<file path="config.mk">
export PLATFORM = sky130hd
export DESIGN_NAME = uart_irq_ctrl
export DESIGN_NICKNAME = d
export VERILOG_FILES = /design/src/rtl/uart_irq_pkg.sv /design/src/rtl/uart_irq_level.sv /design/src/rtl/uart_irq_status.sv /design/src/rtl/uart_irq_ctrl.sv
export SDC_FILE = /design/constraint.sdc
export NUM_CORES = 1
export LEC_CHECK = 0
export ABC_AREA = 1
export BUFFER_PORTS_ARGS = -buffer_cell sky130_fd_sc_hd__buf_2
export CAP_MARGIN = 20
export CORE_MARGIN = 8
export CORE_UTILIZATION = 44
export DETAILED_ROUTE_END_ITERATION = 12
export GPL_TIMING_DRIVEN = 0
export PLACE_DENSITY = 0.84
export SLEW_MARGIN = 30
export SYNTH_ARGS = -nofsm -noshare
export SYNTH_HDL_FRONTEND = slang
export SYNTH_HIERARCHICAL = 1
export SYNTH_SLANG_ARGS = --single-unit
</file>
<file path="constraint.sdc">
create_clock -name clk -period 1.7 [get_ports clk]
set_input_delay 0.17 -clock clk [delete_from_list [all_inputs] [get_ports clk]]
set_output_delay 0.17 -clock clk [all_outputs]
set_load 0.01 [all_outputs]
</file>
<file path="src/rtl/uart_irq_pkg.sv">
// Shared definitions for the UART interrupt unit.
// Assumes eleven causes with fixed bit positions.
package uart_irq_pkg;

    localparam int NUM_SRC = 11;

    // Status bit positions; software decodes these.
    typedef enum int unsigned {
        SRC_RING    = 0,
        SRC_CTS     = 1,
        SRC_DCD     = 2,
        SRC_DSR     = 3,
        SRC_RXLVL   = 4,
        SRC_TXLVL   = 5,
        SRC_RXTMO   = 6,
        SRC_FRAME   = 7,
        SRC_PARITY  = 8,
        SRC_BREAK   = 9,
        SRC_OVERRUN = 10
    } src_e;

    // Number of eighths of FIFO depth for a level code; codes above 4 act as one half.
    function automatic int unsigned level_eighths(input logic [2:0] code);
        case (code)
            3'd0:    return 1;
            3'd1:    return 2;
            3'd2:    return 4;
            3'd3:    return 6;
            3'd4:    return 7;
            default: return 4;
        endcase
    endfunction

endpackage

</file>
<file path="src/rtl/uart_irq_level.sv">
// Threshold detector for one FIFO direction.
// Raises a one-cycle event when the fill condition becomes true.
// Receive variant: occupancy at or above threshold (any data when FIFOs are off).
// Transmit variant: occupancy at or below threshold (empty when FIFOs are off).
// Assumes DEPTH is a multiple of 8.
module uart_irq_level #(
    parameter int DEPTH = 16,
    parameter int CNT_W = 5,
    parameter bit IS_TX = 1'b0
) (
    input  logic             clk,
    input  logic             rst_n,
    input  logic             fifo_en,
    input  logic [2:0]       code,
    input  logic [CNT_W-1:0] count,
    output logic             evt
);
    import uart_irq_pkg::*;

    localparam int STEP = DEPTH / 8;

    logic [CNT_W-1:0] thr;
    logic             cond;
    logic             cond_q;

    // Threshold in entries from the level code.
    always_comb begin
        thr = CNT_W'(STEP * level_eighths(code));
    end

    // Direction-specific fill condition.
    generate
        if (IS_TX) begin : g_tx
            always_comb begin
                cond = fifo_en ? (count <= thr) : (count == '0);
            end
        end else begin : g_rx
            always_comb begin
                cond = fifo_en ? (count >= thr) : (count != '0);
            end
        end
    endgenerate

    // Remember the previous condition for edge detection.
    always_ff @(posedge clk) begin
        if (!rst_n) cond_q <= 1'b0;
        else        cond_q <= cond;
    end

    assign evt = cond & ~cond_q;

endmodule

</file>
<file path="src/rtl/uart_irq_status.sv">
// Latched raw status word with write-one-to-clear.
// A set in the same cycle as a clear of the same bit leaves the bit set.
module uart_irq_status #(
    parameter int N = 11
) (
    input  logic         clk,
    input  logic         rst_n,
    input  logic [N-1:0] set_vec,
    input  logic         clr_wr,
    input  logic [N-1:0] clr_bits,
    output logic [N-1:0] raw
);
    generate
        for (genvar i = 0; i < N; i++) begin : g_bit
            logic q;
            // Per-bit latch: set has priority over clear.
            always_ff @(posedge clk) begin
                if (!rst_n)                    q <= 1'b0;
                else if (set_vec[i])           q <= 1'b1;
                else if (clr_wr && clr_bits[i]) q <= 1'b0;
            end
            assign raw[i] = q;
        end
    endgenerate

endmodule

</file>
<file path="src/rtl/uart_irq_ctrl.sv">
// Top of the UART interrupt unit: mask and level-select registers,
// cause collection, raw/masked status and the combined interrupt.
// Assumes event inputs are single-cycle pulses in the clk domain.
module uart_irq_ctrl #(
    parameter int DEPTH = 16,
    parameter int CNT_W = $clog2(DEPTH + 1)
) (
    input  logic                                clk,
    input  logic                                rst_n,
    input  logic                                fifo_en,
    input  logic                                mask_wr,
    input  logic [uart_irq_pkg::NUM_SRC-1:0]    mask_wdata,
    input  logic                                clr_wr,
    input  logic [uart_irq_pkg::NUM_SRC-1:0]    clr_wdata,
    input  logic                                lvl_wr,
    input  logic [5:0]                          lvl_wdata,
    input  logic [3:0]                          modem_evt,
    input  logic                                rx_tmo_evt,
    input  logic [3:0]                          err_evt,
    input  logic [CNT_W-1:0]                    rx_count,
    input  logic [CNT_W-1:0]                    tx_count,
    output logic [uart_irq_pkg::NUM_SRC-1:0]    mask_q,
    output logic [5:0]                          lvl_sel,
    output logic [uart_irq_pkg::NUM_SRC-1:0]    raw_status,
    output logic [uart_irq_pkg::NUM_SRC-1:0]    masked_status,
    output logic                                irq
);
    import uart_irq_pkg::*;

    logic                rx_lvl_evt;
    logic                tx_lvl_evt;
    logic [NUM_SRC-1:0]  set_vec;

    // Mask register.
    always_ff @(posedge clk) begin
        if (!rst_n)       mask_q <= '0;
        else if (mask_wr) mask_q <= mask_wdata;
    end

    // Level-select register.
    always_ff @(posedge clk) begin
        if (!rst_n)      lvl_sel <= '0;
        else if (lvl_wr) lvl_sel <= lvl_wdata;
    end

    uart_irq_level #(.DEPTH(DEPTH), .CNT_W(CNT_W), .IS_TX(1'b0)) u_rx_lvl (
        .clk     (clk),
        .rst_n   (rst_n),
        .fifo_en (fifo_en),
        .code    (lvl_sel[5:3]),
        .count   (rx_count),
        .evt     (rx_lvl_evt)
    );

    uart_irq_level #(.DEPTH(DEPTH), .CNT_W(CNT_W), .IS_TX(1'b1)) u_tx_lvl (
        .clk     (clk),
        .rst_n   (rst_n),
        .fifo_en (fifo_en),
        .code    (lvl_sel[2:0]),
        .count   (tx_count),
        .evt     (tx_lvl_evt)
    );

    // Place every cause at its status bit.
    always_comb begin
        set_vec              = '0;
        set_vec[SRC_RING]    = modem_evt[0];
        set_vec[SRC_CTS]     = modem_evt[1];
        set_vec[SRC_DCD]     = modem_evt[2];
        set_vec[SRC_DSR]     = modem_evt[3];
        set_vec[SRC_RXLVL]   = rx_lvl_evt;
        set_vec[SRC_TXLVL]   = tx_lvl_evt;
        set_vec[SRC_RXTMO]   = rx_tmo_evt;
        set_vec[SRC_FRAME]   = err_evt[0];
        set_vec[SRC_PARITY]  = err_evt[1];
        set_vec[SRC_BREAK]   = err_evt[2];
        set_vec[SRC_OVERRUN] = err_evt[3];
    end

    uart_irq_status #(.N(NUM_SRC)) u_status (
        .clk      (clk),
        .rst_n    (rst_n),
        .set_vec  (set_vec),
        .clr_wr   (clr_wr),
        .clr_bits (clr_wdata),
        .raw      (raw_status)
    );

    // Masked view and combined interrupt.
    assign masked_status = raw_status & mask_q;
    assign irq           = |masked_status;

endmodule

</file>
==> impl_results.md, run 1 <==
* Boundary Pins at 93
* Global Route Usage Sum at 0.148
* Total Nets Final at 393
* Max H-tree Level at 2
* Cell Area, Synth at 1640 um^2
* WL met3 at between 200 and 250 um
* Iter 0 DRT Violations at ~90
* Post-Synth Simple-Gate Area at 0.292
* Dpl hpwl at between 3000 and 4000 um
* Setup crit end: u_status/g_bit[4].q$_SDFFE_PN0P_
* Power Density at slightly below 800 nW/um^2
* DR top layer: met4
* Critical path endpoint category: flop
* Fmax at roughly 0.65 GHz
* Number of setup buffers added after CTS at 0
* # placed instances at around 380
* Reg power frac at 0.447
* Area leader, netlist: dfxtp_1
* Post-synthesis sequential area ratio at 0.367
* Switching power total at slightly below 0.0005 W
* Synthesized flop and latch total at 30
* Worst Path Class, Setup: flop to flop
* Internal power at about 0.0013 W
* Synth Net Count at about 290
* Rows at 22
* Critical-path cell list: o21ai_0, o21ai_0, ha_1, inv_1, o21bai_2, nand2_1, nand2_1, nand2_1, nor2_1, inv_1, a21oi_2
* Most frequent cells in the layout: buf_2, nor2_1, inv_1
* Setup violators final at 0
* Die Wd at ~77 um
* GR Overflow Total at 0
* Vias in the first global route at between 1500 and 2000
* Final min period at 1540 ps
* Worst-Margin Slew at about 330 ps
* Worst path max stage delay at about 330 ps
* Max stage delay cell, worst path: dfxtp_1
* Max_slew headroom at 0.779
* Slew Limit Fails at 0
* Worst min path class: input port to flop
* Adder-cell share of the synthesized area at 0.0458
* Clock share of power at 0.321
* Main combinational cell family by area after synthesis: simple AND/OR/NAND/NOR gates
* Hold Slack at 117 ps
* Met1 Wirelength at 1780 um
* Critical R2R Capture: u_status/g_bit[4].q$_SDFFE_PN0P_
* Cell mode on critical path: nand2_1
* Worst Hold Launch: mask_wdata[0]
* Critical Path Start: lvl_sel[4]$_SDFFE_PN0P_
* Design Area, Final at approximately 2200 um^2
* Die Ht at about 77 um
* Finished Layout Cells at around 380
* Startpoint Class: flop
* Die area at roughly 5900 um^2
* Antenna Violating Nets Remaining at 0
* First-pass GRT wire length at between 7000 and 8000 um
* Syn. warnings at 6
* Fillers at ~370
* Status: finished clean
* Logic pwr share at 0.231
* Core area at approximately 3600 um^2
* Diodes inserted at 0
* Post-synthesis compound-gate area fraction at 0.132
* R2R Setup Slk at around 160 ps
* Crit path arrival time at between 1500 and 2000 ps
* # port buffers at 92
* Critical R2R Launch: lvl_sel[4]$_SDFFE_PN0P_
* 1st-pass router iterations at 4
* R2R depth at 11
* Initial Util at 0.451
* Most common cell after layout, fill and taps aside: buf_2
* Critical path peak fanout at 5
* Via count at around 1700
* Initial antenna violation count at 0
* Post-Synth XOR/XNOR Area at 0
* Hold Vio Cnt, Final at 0
* Switching Fraction at 0.278
* Max-cap violations at 0
* Clock-pin slew on the worst setup and hold paths at around 60 ps
* Routed Wire Length at around 4300 um
* Clock buffer count from CTS at 5
* Routed len/inst at ~11 um
* Main area contributors after synthesis: dfxtp_1, nor2_1, inv_1
* DR vias/cell at 4.32
* Largest net degree at the start of global routing at 12
* CTS tree: yes
* Post-route clock period utilization at 0.903
* Residual DRC at 0
* Setup TNS at 0 ps
* Syn_area_per_cell at about 7 um^2
* Placed Area at 2160 um^2
* RSZ-0062 raised after global routing: no
* CTS root buffer: clkbuf_8
* Insertion delay to the later sink of the worst-skew pair at 270 ps
* Static Leak at approximately 1.4 nW
* CTS Sinks at 30
* Synthesis-to-finish area growth at 37.4%
* Post-synth top area share at 0.367
* Mux share of post-synthesis cell area at 0
* Post-Syn Instances at about 240
* Routability Congestion at roughly 0.8
* Layout cells sized above 1 at 0.448
* DR WL met2 at ~2200 um
* Final core utilization at 0.619
* Clock buffer depth at 2
* Peak VDD IR at ~0.00052 V
* CP required at approximately 1900 ps
* Synth cell types at 18
* Clock Skews at between 1.5 and 2 ps
[worst max-delay path, delay by kind of cell, from the launching register on]
| family | cells | cell delay (ps) |
|---|---|---|
| compound gates | 4 | 470 |
| fa+ha+maj | 1 | 300 |
| buf+inv | 2 | 100 |
| flops | 1 | 330 |
| simple gates | 4 | 270 |
[state kept, by name (all words and copies together) (netlist names)]
signal	flops
u_tx_lvl/cond_q	1
u_status/g_bit.q	11
u_rx_lvl/cond_q	1
lvl_sel	6
mask_q	11
[what timing repair did]
item,4_1_cts,5_1_grt
setup endpoints to repair,0,1
resized for setup,0,1
hold buffers,0,0
endpoints found under the hold margin,0,0
[metrics by stage]
stage | total power, W | worst slack [ps]
2_1_floorplan | 0.00105 | 237
3_3_place_gp | 0.00121 | 180
3_5_place_dp | 0.00122 | 162
4_1_cts | 0.00180 | 147
5_1_grt | 0.00189 | 11.3
6_report | 0.00177 | 164
[power groups by stage]
stage               combinational, W  sequential [W]  clock, W
floorplan                   0.000236        0.000815         0
global placement            0.000406        0.000806         0
detailed placement          0.000416        0.000807         0
CTS                         0.000418        0.000792  0.000588
global route                0.000467        0.000799  0.000628
finish                      0.000410        0.000792  0.000569
[cell families (layout without fill, tap and decap cells)]
family / count (synthesis) / count (layout)
flops: 30 / 30
fa+ha+maj: 6 / 6
simple gates: 112 / 112
compound gates: 33 / 33
buf+inv: 54 / 154
[synthesized netlist by cell type]
master and count:
nor2_1 54, inv_1 37, nand2_1 36, dfxtp_1 30, nand2_2 20, buf_4 13
o21ai_0 11, a21oi_2 10, o21ai_1 8, ha_1 6, buf_6 2, o21ai_2 2
a21oi_1 1, buf_2 1, inv_2 1, nand3_1 1, nand3_2 1, o21bai_2 1
[per-layer routing]
layer | vias up | GRT usage
li1 | 890 | -
met1 | 723 | 0.155
met2 | 41 | 0.268
met3 | 2 | 0.0548
met4 | 0 | 0.0396
met5 | - | 0
[worst min path at each step]
stage                                       to  slack, ps  depth (start not counted)
finish                  mask_q[0]$_SDFFE_PN0P_        120                          3
floorplan           u_rx_lvl/cond_q$_SDFF_PN0_        280                          2
global route            mask_q[0]$_SDFFE_PN0P_        110                          3
detailed placement      mask_q[0]$_SDFFE_PN0P_        400                          3
global placement        mask_q[5]$_SDFFE_PN0P_        390                          3
CTS                     mask_q[0]$_SDFFE_PN0P_        110                          3
[area by class of cell]
type | instances | area [um^2] | area share
Tap cell | 48 | 60.1 | 0.0267
Buffer | 16 | 125 | 0.0556
Sequential cell | 30 | 601 | 0.267
Multi-Input combinational cell | 151 | 769 | 0.342
Clock buffer | 7 | 86.3 | 0.0384
Timing Repair Buffer | 92 | 460 | 0.205
Inverter | 38 | 143 | 0.0634
Clock inverter | 1 | 5.00 | 0.00222
Note: power is estimated with default switching activity, not from simulation.
==> run 2, diff against run 1 <==
- CORE_ASPECT_RATIO: default -> 2
==> run 2 against run 1 <==
Against the previous run: largest cell class unchanged; register-to-register slack about the same; utilization grew 0.52 points; final area is 0.11% higher; setup slack better by 3.7 ps; sequential share of layout area barely moved; combinational power up 1%; highest routed layer unchanged; clock-buffer cell count unchanged; routed wire length grew 12%; clock skew is essentially flat; via count up 3.4%; critical path depth up 2; power up 0.98%.
==> impl_results.md, run 2 (synthesized netlist as in run 1, its figures left out) <==
* Status: finished clean
* Initial antenna violation count at 0
* Max stage delay cell, worst path: dfxtp_2
* Critical path peak fanout at 5
* Max-cap violations at 0
* Layout cells sized above 1 at 0.451
* Clock Skews at between 1.5 and 2 ps
* Peak VDD IR at roughly 0.00050 V
* Die Wd at a little under 60 um
* Post-route clock period utilization at 0.901
* Iter 0 DRT Violations at 36
* Die area at between 6000 and 7000 um^2
* Residual DRC at 0
* Total Nets Final at between 300 and 400
* Rows at 31
* Final core utilization at 0.624
* Slew Limit Fails at 0
* RSZ-0062 raised after global routing: no
* Critical R2R Capture: u_status/g_bit[5].q$_SDFFE_PN0P_
* Core area at around 3600 um^2
* Worst-Margin Slew at approximately 320 ps
* Worst slack at placement at about 120 ps
* Fmax at ~0.65 GHz
* Most common cell after layout, fill and taps aside: buf_2
* Setup violators final at 0
* Worst Path Class, Setup: flop to flop
* Power Density at 794 nW/um^2
* Fillers at roughly 370
* Static Leak at 1.38 nW
* Boundary Pins at 93
* CTS root buffer: clkbuf_8
* WHS Path Cells at 3
* Max_slew headroom at 0.785
* Synthesis-to-finish area growth at 37.5%
* Final min period at ~1500 ps
* Initial Util at 0.454
* Antenna Violating Nets Remaining at 0
* Worst path max stage delay at around 340 ps
* Clock-pin slew on the worst setup and hold paths at about 60 ps
* Crit path arrival time at ~1700 ps
* Largest net degree at the start of global routing at 12
* Buf/Inv on CP at 2
* Insertion delay to the later sink of the worst-skew pair at between 200 and 300 ps
* Routed len/inst at 12.5 um
* Via count at 1712
* CP required at roughly 1900 ps
* 1st-pass router iterations at 4
* First-pass GRT wire length at 7480 um
* CP top delay family: simple AND/OR/NAND/NOR gates
* Count of hold-fix buffers inserted at cts at 0
* R2R depth at 13
* GR Overflow Total at 0
* Worst Hold End: mask_q[2]$_SDFFE_PN0P_
* # port buffers at 92
* Critical-path cell list: o21ai_1, o21ai_0, ha_1, nand2_1, inv_2, nand2_1, nand2_1, nand2_1, nand2_1, nand2_1, nor2_1, inv_1, a21oi_2
* Routed Wire Length at ~4800 um
* Routability Congestion at between 0.7 and 0.8
* Max H-tree Level at 2
* DR vias/cell at ~4.5
* CTS Sinks at 30
* Hold Vio Cnt, Final at 0
* Most frequent cells in the layout: buf_2, nor2_1, inv_1
* Vias in the first global route at ~1700
* Die Ht at 102 um
* Critical Path Start: lvl_sel[0]$_SDFFE_PN0P_
* Worst Hold Launch: mask_wdata[2]
* Dpl hpwl at between 4000 and 5000 um
* Critical R2R Launch: lvl_sel[0]$_SDFFE_PN0P_
* R2R Setup Slk at 170 ps
* Worst min path class: input port to flop
* Setup TNS at 0 ps
* Diodes inserted at 0
* Startpoint Class: flop
* Critical path endpoint category: flop
* Clock buffer depth at 2
* Cell mode on critical path: nand2_1
* CTS tree: yes
* Tot Pwr at about 0.0018 W
* Crit. path cell count at 13
* Regs by FF count: mask_q: 11 flops, u_status/g_bit.q: 11 flops, lvl_sel: 6 flops
* Fin worst setup slack at between 150 and 200 ps
* Clock buffer count from CTS at 5
* Global Route Usage Sum at 0.158
run 2: layout make-up:
type | count | area [um^2] | share of cell area
multi-input cells | 151 | 769 | 0.342
well taps | 49 | 61.3 | 0.0272
inverters | 38 | 143 | 0.0633
repair buffers | 92 | 460 | 0.204
plain buffers | 16 | 125 | 0.0556
clock buffers | 7 | 86.3 | 0.0383
flip-flops and latches | 30 | 602 | 0.267
clock inverters | 1 | 5.00 | 0.00222
run 2: tightest hold or removal path: stages:
cell	delay [ps]
buf_2	70
nor2_1	30
nor2_1	80
run 2: worst max path at each step:
stage / slack [ps] / endpoint
floorplan: 240 / u_status/g_bit[5].q$_SDFFE_PN0P_
global placement: 170 / u_status/g_bit[5].q$_SDFFE_PN0P_
detailed placement: 120 / u_status/g_bit[5].q$_SDFFE_PN0P_
CTS: 90 / u_status/g_bit[5].q$_SDFFE_PN0P_
global route: 2 / u_status/g_bit[4].q$_SDFFE_PN0P_
finish: 170 / u_status/g_bit[5].q$_SDFFE_PN0P_
run 2: per-layer routing:
metal | vias up | part of all wire | track usage
li1 | 896 | - | -
met1 | 759 | 0.33 | 0.133
met5 | - | 0 | 0
met2 | 51 | 0.60 | 0.321
met3 | 6 | 0.060 | 0.0416
met4 | 0 | 0.017 | 0.0686
run 2: report_power, final:
group,switching [W],internal [W]
registers,0.0000408,0.000755
logic,0.000218,0.000197
clock network,0.000252,0.000326
run 2: per-stage QoR:
step / instances / cell area [um^2] / hold slack [ps]
5_1_grt: 384 / 2250 / 120
3_5_place_dp: 376 / 2160 / 397
6_report: 384 / 2250 / 117
2_1_floorplan: 235 / 1640 / 282
4_1_cts: 384 / 2250 / 112
3_3_place_gp: 376 / 2160 / 392
run 2: repair_timing:
item / 4_1_cts / 5_1_grt
endpoints found under the setup margin: 0 / 2
hold endpoints to repair: 0 / 0
buffers inserted: 0 / 0
gates resized for setup: 0 / 3
==> run 3, diff against run 2 <==
- CORE_UTILIZATION: 44 -> 34
- PLACE_DENSITY: 0.84 -> 0.68
==> run 3 against run 2 <==
Against the previous run: critical endpoint is now u_status/g_bit[4].q$_SDFFE_PN0P_; largest cell class unchanged; highest routed layer unchanged; final area is 0.56% higher; clock power about the same; sequential power is essentially flat; largest power group unchanged; final cell count is 2.1% higher.
==> impl_results.md, run 3 (synthesized netlist as in run 1, its figures left out) <==
* Vias in the first global route at 1739
* Design Area, Final at between 2000 and 2500 um^2
* Worst-Margin Slew at about 310 ps
* Fin worst setup slack at roughly 130 ps
* Number of setup buffers added after CTS at 0
* Critical path endpoint category: flop
* Placed Area at about 2200 um^2
* Crit path arrival time at about 1800 ps
* # port buffers at between 90 and 100
* Max stage delay cell, worst path: dfxtp_1
* Largest net degree at the start of global routing at 12
* Routability Congestion at approximately 0.79
* Max_slew headroom at 0.790
* Initial Util at 0.343
* Worst min path class: input port to flop
* Power Density at around 790 nW/um^2
* Most frequent cells in the layout: buf_2, nor2_1, inv_1
* Synthesis-to-finish area growth at 38.3%
* Fmax at roughly 0.64 GHz
* Routed Wire Length at 4540 um
* Routed len/inst at 11.6 um
* Slew Limit Fails at 0
* Setup TNS at 0 ps
* Startpoint Class: flop
* CP required at 1910 ps
* DR vias/cell at between 4 and 5
* Insertion delay to the later sink of the worst-skew pair at around 270 ps
* Max-cap violations at 0
* Worst Path Class, Setup: flop to flop
* Critical R2R Capture: u_status/g_bit[4].q$_SDFFE_PN0P_
* Max H-tree Level at 2
* Die area at around 7400 um^2
* Global Route Usage Sum at 0.123
* Finished Layout Cells at 392
* Clock-pin slew on the worst setup and hold paths at ~60 ps
* Static Leak at 1.37 nW
* Total Nets Final at around 400
* Via count at approximately 1700
* CTS root buffer: clkbuf_8
* Peak VDD IR at 0.000523 V
* First-pass GRT wire length at 7420 um
* Boundary Pins at 93
* Setup violators final at 0
* Die Ht at between 100 and 150 um
* Worst slack at placement at 129 ps
* 1st-pass router iterations at 4
* Post-route clock period utilization at 0.924
* Setup crit end: u_status/g_bit[4].q$_SDFFE_PN0P_
* Initial antenna violation count at 0
* Most common cell after layout, fill and taps aside: buf_2
* Diodes inserted at 0
* Die Wd at between 60 and 70 um
* Critical path peak fanout at 5
* Status: finished clean
* Hold Vio Cnt, Final at 0
* GR Overflow Total at 0
* Core area at about 4800 um^2
* R2R Setup Slk at between 100 and 150 ps
* Iter 0 DRT Violations at 92
* Critical Path Start: lvl_sel[4]$_SDFFE_PN0P_
* # placed instances at approximately 380
* Critical-path cell list: o21ai_0, o21ai_0, ha_1, inv_1, o21bai_2, nand2_1, nand2_1, nand2_1, nor2_1, inv_1, a21oi_2
* Critical R2R Launch: lvl_sel[4]$_SDFFE_PN0P_
* CTS tree: yes
* Antenna Violating Nets Remaining at 0
* Tot Pwr at approximately 0.0018 W
* Clock Skews at 0.344 ps
* CTS Sinks at 30
* Cell mode on critical path: nand2_1
* Clock buffer depth at 2
* Dpl hpwl at roughly 3800 um
* Rows at 36
* Regs by FF count: mask_q: 11 flops, u_status/g_bit.q: 11 flops, lvl_sel: 6 flops
* Residual DRC at 0
* Layout cells sized above 1 at 0.454
* R2R depth at 11
* Clock buffer count from CTS at 5
* Final min period at between 1500 and 2000 ps
* Worst path max stage delay at 340 ps
-- run 3: timing repair --
item                       4_1_cts  5_1_grt
setup endpoints to repair        0        1
resized for setup                0        2
hold buffers                     0        0
-- run 3: stage by stage --
stage | hold slack [ps] | util
after floorplan | 282 | -
after global placement | 395 | 0.454
final | 120 | 0.474
after global routing | 118 | 0.474
after detailed placement | 402 | 0.454
after CTS | 112 | 0.474
-- run 3: how the worst min path moves through the flow --
stage | cells past startpoint | from | endpoint | slack [ps]
floorplan | 2 | rst_n | u_rx_lvl/cond_q$_SDFF_PN0_ | 280
global placement | 3 | lvl_wdata[5] | lvl_sel[5]$_SDFFE_PN0P_ | 400
detailed placement | 3 | mask_wdata[5] | mask_q[5]$_SDFFE_PN0P_ | 400
CTS | 3 | mask_wdata[5] | mask_q[5]$_SDFFE_PN0P_ | 110
global route | 3 | mask_wdata[4] | mask_q[4]$_SDFFE_PN0P_ | 120
finish | 3 | mask_wdata[5] | mask_q[5]$_SDFFE_PN0P_ | 120
-- run 3: layout make-up --
| cell class | count | area, um^2 |
|---|---|---|
| Fill cell | 503 | 2510 |
| Multi-Input combinational cell | 151 | 772 |
| Sequential cell | 30 | 602 |
| Timing Repair Buffer | 92 | 460 |
| Inverter | 38 | 143 |
| Buffer | 16 | 125 |
| Clock buffer | 7 | 86.3 |
| Tap cell | 57 | 71.3 |
| Clock inverter | 1 | 5.00 |
-- run 3: critical path, delay by kind of cell (launching register included) --
family          cells  cell delay, ps
fa+ha+maj           1             290
flops               1             340
buf+inv             2             110
simple gates        4             280
compound gates      4             490
-- run 3: per-layer routing --
| metal | up-vias | GRT usage | wire [um] |
|---|---|---|---|
| met2 | 82 | 0.182 | 1910 |
| met1 | 705 | 0.149 | 2060 |
| li1 | 898 | - | - |
| met4 | 0 | 0.0367 | 34 |
| met5 | - | 0 | 0 |
| met3 | 4 | 0.0637 | 547 |
-- run 3: report_power, final --
| part | internal (W) | switching (W) | total (W) |
|---|---|---|---|
| Combinational | 0.000198 | 0.000219 | 0.000416 |
| Sequential | 0.000755 | 0.0000385 | 0.000794 |
| Clock | 0.000326 | 0.000249 | 0.000575 |
